$ cat src/rtl/qbd_pkg.sv
// Package: bit positions of the fixed alternate roles of the port.
// Assumes a port at least eight bits wide.
package qbd_pkg;
    localparam int unsigned BIT_RXD  = 0;
    localparam int unsigned BIT_TXD  = 1;
    localparam int unsigned BIT_INT0 = 2;
    localparam int unsigned BIT_INT1 = 3;
    localparam int unsigned BIT_CNT0 = 4;
    localparam int unsigned BIT_CNT1 = 5;
    localparam int unsigned BIT_WRS  = 6;
    localparam int unsigned BIT_RDS  = 7;
    localparam int unsigned ALT_IN_W = 5;
endpackage

$ cat src/rtl/qbd_latch.sv
// Module: write latch of the port.
// It takes byte writes and single-bit writes. The bit write is applied
// after the byte write. Synchronous active-low reset loads all ones.
module qbd_latch #(
    parameter int unsigned W    = 8,
    localparam int unsigned IDXW = $clog2(W)
) (
    input  logic            clk,
    input  logic            rst_n,
    input  logic            byte_en,
    input  logic [W-1:0]    byte_data,
    input  logic            bit_en,
    input  logic [IDXW-1:0] bit_idx,
    input  logic            bit_val,
    output logic [W-1:0]    q
);
    logic [W-1:0] nxt;

    // Next latch value: byte write first, then the bit write on top.
    always_comb begin
        nxt = q;
        if (byte_en) nxt = byte_data;
        if (bit_en)  nxt[bit_idx] = bit_val;
    end

    // Latch register, released (all ones) at reset.
    always_ff @(posedge clk) begin
        if (!rst_n) q <= '1;
        else        q <= nxt;
    end
endmodule

$ cat src/rtl/qbd_drive.sv
// Module: pull-down driver and pin resolution.
// A pin pulls low when its latch bit or its role level is 0. The modelled
// pull-up gives 1 unless the driver or an outside source pulls the pin low.
module qbd_drive #(
    parameter int unsigned W = 8
) (
    input  logic [W-1:0] latch_q,
    input  logic [W-1:0] role_lvl,
    input  logic [W-1:0] ext_low,
    output logic [W-1:0] pd_en,
    output logic [W-1:0] pin_lvl
);
    // Gate of each pull-down: inverted AND of latch and role level.
    always_comb pd_en = ~(latch_q & role_lvl);

    // Wired-AND resolution against the pull-up.
    always_comb pin_lvl = ~(pd_en | ext_low);
endmodule

$ cat src/rtl/qbd_sync.sv
// Module: multi-flop synchronizer for the pin levels.
// Every stage resets to all ones, the level of a released pin.
module qbd_sync #(
    parameter int unsigned W      = 8,
    parameter int unsigned STAGES = 2
) (
    input  logic         clk,
    input  logic         rst_n,
    input  logic [W-1:0] din,
    output logic [W-1:0] dout
);
    logic [W-1:0] stg [STAGES];

    for (genvar s = 0; s < STAGES; s++) begin : g_stage
        if (s == 0) begin : g_first
            // First stage samples the raw pin levels.
            always_ff @(posedge clk) begin
                if (!rst_n) stg[0] <= '1;
                else        stg[0] <= din;
            end
        end else begin : g_next
            // Later stages shift the previous stage along.
            always_ff @(posedge clk) begin
                if (!rst_n) stg[s] <= '1;
                else        stg[s] <= stg[s-1];
            end
        end
    end

    assign dout = stg[STAGES-1];
endmodule

$ cat src/rtl/qbd_port.sv
// Module: quasi-bidirectional port with fixed alternate roles.
// It combines the write latch, the pull-down driver and the synchronizer.
// The role inputs idle high. The bit positions come from qbd_pkg.
module qbd_port #(
    parameter int unsigned W       = 8,
    parameter int unsigned SYNC_N  = 2,
    localparam int unsigned IDXW   = $clog2(W),
    localparam int unsigned AIN_W  = qbd_pkg::ALT_IN_W
) (
    input  logic             clk,
    input  logic             rst_n,
    input  logic             wr_byte_en,
    input  logic [W-1:0]     wr_byte_data,
    input  logic             wr_bit_en,
    input  logic [IDXW-1:0]  wr_bit_idx,
    input  logic             wr_bit_val,
    input  logic             alt_txd,
    input  logic             alt_wr_n,
    input  logic             alt_rd_n,
    input  logic [W-1:0]     ext_pull_low,
    output logic [W-1:0]     pd_en,
    output logic [W-1:0]     latch_q,
    output logic [W-1:0]     port_rd,
    output logic [AIN_W-1:0] alt_in
);
    import qbd_pkg::*;

    logic [W-1:0] role_lvl;
    logic [W-1:0] pin_lvl;

    // Role levels: output roles on their bits, released (1) on all others.
    always_comb begin
        role_lvl          = '1;
        role_lvl[BIT_TXD] = alt_txd;
        role_lvl[BIT_WRS] = alt_wr_n;
        role_lvl[BIT_RDS] = alt_rd_n;
    end

    qbd_latch #(.W(W)) u_latch (
        .clk(clk), .rst_n(rst_n),
        .byte_en(wr_byte_en), .byte_data(wr_byte_data),
        .bit_en(wr_bit_en), .bit_idx(wr_bit_idx), .bit_val(wr_bit_val),
        .q(latch_q)
    );

    qbd_drive #(.W(W)) u_drive (
        .latch_q(latch_q), .role_lvl(role_lvl), .ext_low(ext_pull_low),
        .pd_en(pd_en), .pin_lvl(pin_lvl)
    );

    qbd_sync #(.W(W), .STAGES(SYNC_N)) u_sync (
        .clk(clk), .rst_n(rst_n), .din(pin_lvl), .dout(port_rd)
    );

    // Input roles tap the synchronized levels.
    always_comb alt_in = {port_rd[BIT_CNT1], port_rd[BIT_CNT0],
                          port_rd[BIT_INT1], port_rd[BIT_INT0],
                          port_rd[BIT_RXD]};
endmodule

$ cat config.mk
export PLATFORM = sky130hd
export DESIGN_NAME = qbd_port
export DESIGN_NICKNAME = d
export VERILOG_FILES = /design/src/rtl/qbd_pkg.sv /design/src/rtl/qbd_latch.sv /design/src/rtl/qbd_drive.sv /design/src/rtl/qbd_sync.sv /design/src/rtl/qbd_port.sv
export SDC_FILE = /design/constraint.sdc
export NUM_CORES = 1
export LEC_CHECK = 0
export BUFFER_PORTS_ARGS = -buffer_cell sky130_fd_sc_hd__buf_2
export CAP_MARGIN = 40
export CORE_ASPECT_RATIO = 1.4
export CORE_MARGIN = 1
export CORE_UTILIZATION = 44
export CTS_CLUSTER_SIZE = 28
export DETAILED_ROUTE_END_ITERATION = 16
export PLACE_DENSITY = 0.78
export SYNTH_ARGS = -nofsm -noshare
export SYNTH_HDL_FRONTEND = slang
export SYNTH_SLANG_ARGS = --single-unit
$ cat constraint.sdc
create_clock -name clk -period 1.6 [get_ports clk]
set_clock_uncertainty 0.1 [all_clocks]
set_input_delay 0.32 -clock clk [delete_from_list [all_inputs] [get_ports clk]]
set_output_delay 0.32 -clock clk [all_outputs]
set_load 0.005 [all_outputs]
==> results of run 1 <==
## state kept, by name (all words and copies together), names as in the netlist
signal and cells:
u_sync.stg 16, u_latch.q 8
## critical path, cell delays in order (launching register included)
cell and delay (ns):
dfxtp_1 0.40, nand2_1 0.08, buf_2 0.13
## area by class of cell
type / instances / area [um^2] / area share, %
inverters: 5 / 18.8 / 1.58
clock buffers: 3 / 22.5 / 1.90
flip-flops and latches: 24 / 480 / 40.5
multi-input cells: 51 / 363 / 30.6
well taps: 21 / 26.3 / 2.22
repair buffers: 55 / 275 / 23.2
## cells in the final DEF, fill, tap and decap left out, drive strengths merged
cell type / n
buf: 55
dfxtp: 24
nand2: 11
nand2b: 8
o21ai: 8
mux2i: 8
o211ai: 8
inv: 5
and4b: 3
and4bb: 3
clkbuf: 3
and4: 1
nor4b: 1
## path summary, 6_finish.rpt
kind	cells past startpoint	from	endpoint
worst max register to register	2	u_latch.q[7]	u_latch.q[7]
worst min register to register	1	u_sync.stg[0][1]	u_sync.stg[1][1]
worst min-delay path	2	ext_pull_low[4]	u_sync.stg[0][4]
worst max-delay path	2	u_latch.q[7]	pd_en[7]
## power by group through the flow
stage	logic, mW	registers, mW	clock network (mW)
CTS	0.160	0.654	0.251
floorplan	0.0772	0.669	0
finish	0.157	0.654	0.238
global placement	0.155	0.666	0
global route	0.179	0.660	0.287
detailed placement	0.160	0.667	0
## through the flow
stage	cells	setup slack [ns]	total power [mW]	utilization (%)
global placement	156	0.487	0.821	59.0
CTS	159	0.277	1.06	60.1
detailed placement	156	0.468	0.827	59.0
global route	159	0.195	1.13	60.1
finish	159	0.290	1.05	60.1
floorplan	89	0.635	0.746	-
## cell families (layout without fill, tap and decap cells)
family	count (synthesis)	count (layout)	share of synthesized area [%]
buf+inv	14	63	8.42
simple gates	27	27	19.8
mux	8	8	8.70
compound gates	16	16	10.9
flops	24	24	52.2
## layer usage
layer | track usage (%) | routed length (um)
met5 | 0 | 0
met4 | 7.14 | 10
met3 | 3.60 | 80
met2 | 27.2 | 905
met1 | 20.6 | 696
==> qor.csv, run 1 <==
metric,value,unit
grt_pass1_vias,659,
syn_to_final_growth,28.8,%
die_y,56.1,um
drc,0,
path_clk_slew,0.11,ns
nets,167,
drive_above_1_share,42.8,%
htree_levels,1,
clock_path_buffers,2,
setup_viol,0,
grt_pass1_wl,2.73,mm
power_leakage,0.589,nW
syn_nets,116,
synth_area_per_cell,10.3,um^2
ys_top_cells_by_count,"dfxtp_1, nand2_1",
synth-seq-cells,24,
grt-ovfl-total,0,
wl_per_cell,10.6,um
hp-class,primary input to register,
p_seq_share,62.3,%
rsz0062_at_grt,false,
port_buffers,55,
synth_cells,89,
cts_resized,0,
wirelength,1.69,mm
mappedNetlistArea,921,um^2
clkPwrFrac,22.7,%
cp.required,1.18,ns
diodes,0,
ys_top_cells_by_area,"dfxtp_1, mux2i_1, o211ai_1, nand2b_1, buf_4",
hold_viol_final,0,
cts_setup_buffers,0,
chipWidth,40.7,um
cts_sinks,24,
status,completed,
initialDrtViolationCount,5,
layout_min_cycle_time,1.31,ns
root_buffer,clkbuf_4,
first_pass_iters,2,
placed_area,1160,um^2
worstSetupStartpointType,register,
worst-path-max-fanout,3,
vias,786,
dp_hpwl,1.36,mm
path_class,register to output port,
grt_max_degree,25,
worst_pin_slew,0.365,ns
grt.total_usage,17.0,%
fin_crit_sh,81.9,%
irDropWorstVdd,0.000536,V
num_rows,19,
ys_warn_count,0,
die-area,2280,um^2
cp_data_arrival_time,0.89,ns
viasPerCell,4.94,
p_int,0.810,mW
ys.flop_type,dfxtp_1,
slew_viol_final,0,
yosysMostFrequentCell,dfxtp_1,
holdBufCountCts,0,
end_kind,output port,
power-per-cell-area,885,nW/um^2
slew_headroom,75.7,%
power_switching,0.239,mW
gp_congestion,0.708,
cts_tree,built,
antenna_left,0,
antenna_found_initial,0,
yosysTopAreaCell,dfxtp_1,
ios,56,
combPwrFrac,15.0,%
synthArstFlopShare,0,%
ys_seq_area_share,52.2,%
synth.distinct_cells,14,
timing.fmax,763,MHz
synth_edf_count,0,
fill_cells,186,
cts_made_buffers,3,
switching_share,22.8,%
whs,0.0906,ns
clkLatencyLatePin,0.29,ns
tns,0,ns
r2r_setup_slack,0.79,ns
final_cell_area,1190,um^2
max_cap_violations,0,
initial_core_util,46.7,%
coreArea,1970,um^2
synth_top_area_share,52.2,%
(Power assumes the default switching activity.)
==> run 2: changes to the inputs <==
Settings changed: ABC_AREA set to 1, CORE_UTILIZATION 44 to 38, PLACE_DENSITY 0.78 to 0.71.
Clock period 1.6 ns to 1.1 ns, I/O delays scaled along.
==> qor.csv, run 2 <==
metric,value,unit
status,"finished, violations left",
violations,negative setup slack,
max_cap_violations,0,
power_leakage,0.766,nW
cts_sinks,24,
drive_above_1_share,45.6,%
vias,1011,
synth.distinct_cells,12,
coreArea,2390,um^2
syn_nets,160,
fin_ws,-0.0715,ns
port_buffers,55,
drc,0,
num_rows,21,
irDropWorstVdd,0.000691,V
cp_data_arrival_time,0.85,ns
end_kind,output port,
clkLatencyLatePin,0.29,ns
synth_edf_count,0,
rsz0062_at_grt,true,
grt.total_usage,16.4,%
antenna_left,0,
power,1.67,mW
grt_pass1_wl,3.34,mm
worst_pin_slew,0.406,ns
htree_levels,1,
gp_congestion,0.821,
slew_viol_final,0,
whs,0.0347,ns
initialDrtViolationCount,14,
clock_path_buffers,2,
initial_core_util,40.5,%
clkPwrFrac,21.0,%
hold_viol_final,0,
yosysMostFrequentCell,nand2_1,
largest_register,u_sync.stg,
fin_crit_sh,107,%
die_y,61.7,um
power_switching,0.422,mW
final_cell_area,1430,um^2
placed_area,1230,um^2
root_buffer,clkbuf_4,
power-per-cell-area,1170,nW/um^2
viasPerCell,4.45,
grt_max_degree,25,
r2r_setup_slack,0.17,ns
final_cell_mix,"nand2_1, buf_2, nand3_1",
nets,222,
timing.fmax,854,MHz
chipWidth,44.6,um
ys_seq_area_share,49.7,%
largestRegisters,"u_sync.stg x16, u_latch.q x8",
dp_cells,213,
ys_top_cells_by_area,"dfxtp_1, nand2_1, nand3_1, inv_1, buf_4",
ios,56,
ys.flop_type,dfxtp_1,
grt-ovfl-total,0,
path_clk_slew,0.12,ns
layout_min_cycle_time,1.17,ns
combPwrFrac,21.0,%
p_seq_share,58.0,%
path_class,register to output port,
ys_warn_count,0,
first_pass_iters,5,
fill_cells,227,
final_cells,227,
synth_cells,133,
synth_top_area_share,49.7,%
die-area,2750,um^2
dpl_worst_slack,0.0824,ns
cts_made_buffers,3,
setup_viol,9,
synth_area_per_cell,7.27,um^2
switching_share,25.2,%
syn_to_final_growth,48.3,%
wl_per_cell,9.99,um
cts_tree,built,
ys_top_cells_by_count,"nand2_1, dfxtp_1, nand3_1",
hp-class,primary input to register,
yosysTopAreaCell,dfxtp_1,
antenna_found_initial,0,
synthArstFlopShare,0,%
dp_hpwl,1.55,mm
wirelength,2.27,mm
p_int,1.25,mW
worst-path-max-fanout,3,
slew_headroom,72.9,%
final_common_cell,nand2_1,
worstSetupStartpointType,register,
largest_register_ffs,16,
cp.required,0.78,ns
diodes,0,
synth-seq-cells,24,
mappedNetlistArea,967,um^2
grt_pass1_vias,819,
[run 2: cells by family after synthesis]
logic type             count (synthesis)  synth area share, %
and+or+nand+nor                       73                 32.7
buffers and inverters                 28                 13.5
DFF                                   24                 49.7
AOI/OAI and AO/OA                      8                 4.14
[run 2: what timing repair did]
action                     CTS  global route
buffers inserted             2             2
gates resized for setup     14            16
hold endpoints to repair     5             2
setup endpoints to repair   16            24
pin swaps                    3             0
hold buffers                 5             2
[run 2: final cells by class]
| cell class | instances | area (um^2) | share of cell area [%] |
|---|---|---|---|
| sequential | 24 | 495 | 34.6 |
| timing repair buffer | 66 | 438 | 30.5 |
| multi-input combinational | 81 | 364 | 25.4 |
| inverter | 19 | 71.3 | 4.97 |
| tap | 34 | 42.5 | 2.97 |
| clock buffer | 3 | 22.5 | 1.57 |
[run 2: metal layers]
metal  wire length (um)  vias up  share of wire (%)  GRT usage (%)
li1                   -      520                  -              -
met2               1260       34                 55           31.7
met1                892      455                 39           17.2
met5                  0        -                  0              0
met3                102        2                4.5           2.89
met4                 14        0               0.62           6.49
[run 2: stage by stage]
step / utilization (%) / TNS, ns
floorplan: - / 0
global placement: 51.3 / 0
detailed placement: 51.3 / 0
CTS: 55.5 / -0.432
global route: 60.0 / -1.06
finish: 60.0 / -0.327
[run 2: path summary, 6_finish.rpt]
check | end | start | cells after the start
worst min register to register | u_sync.stg[1][7] | u_sync.stg[0][7] | 2
worst min-delay path | u_sync.stg[0][3] | ext_pull_low[3] | 2
worst max-delay path | pd_en[6] | u_latch.q[6] | 2
worst max register to register | u_sync.stg[0][2] | u_latch.q[2] | 4
[run 2: critical path, cell delays in order (launching register included)]
cell	delay, ns
dfxtp_2	0.37
nand2_2	0.06
buf_2	0.13
[run 2: power by group through the flow]
stage	Sequential, mW	Clock (mW)	Combinational [mW]
after floorplan	0.979	0	0.146
after global placement	0.975	0	0.268
after detailed placement	0.978	0	0.274
after CTS	0.965	0.366	0.299
after global routing	0.976	0.409	0.394
final	0.970	0.352	0.351
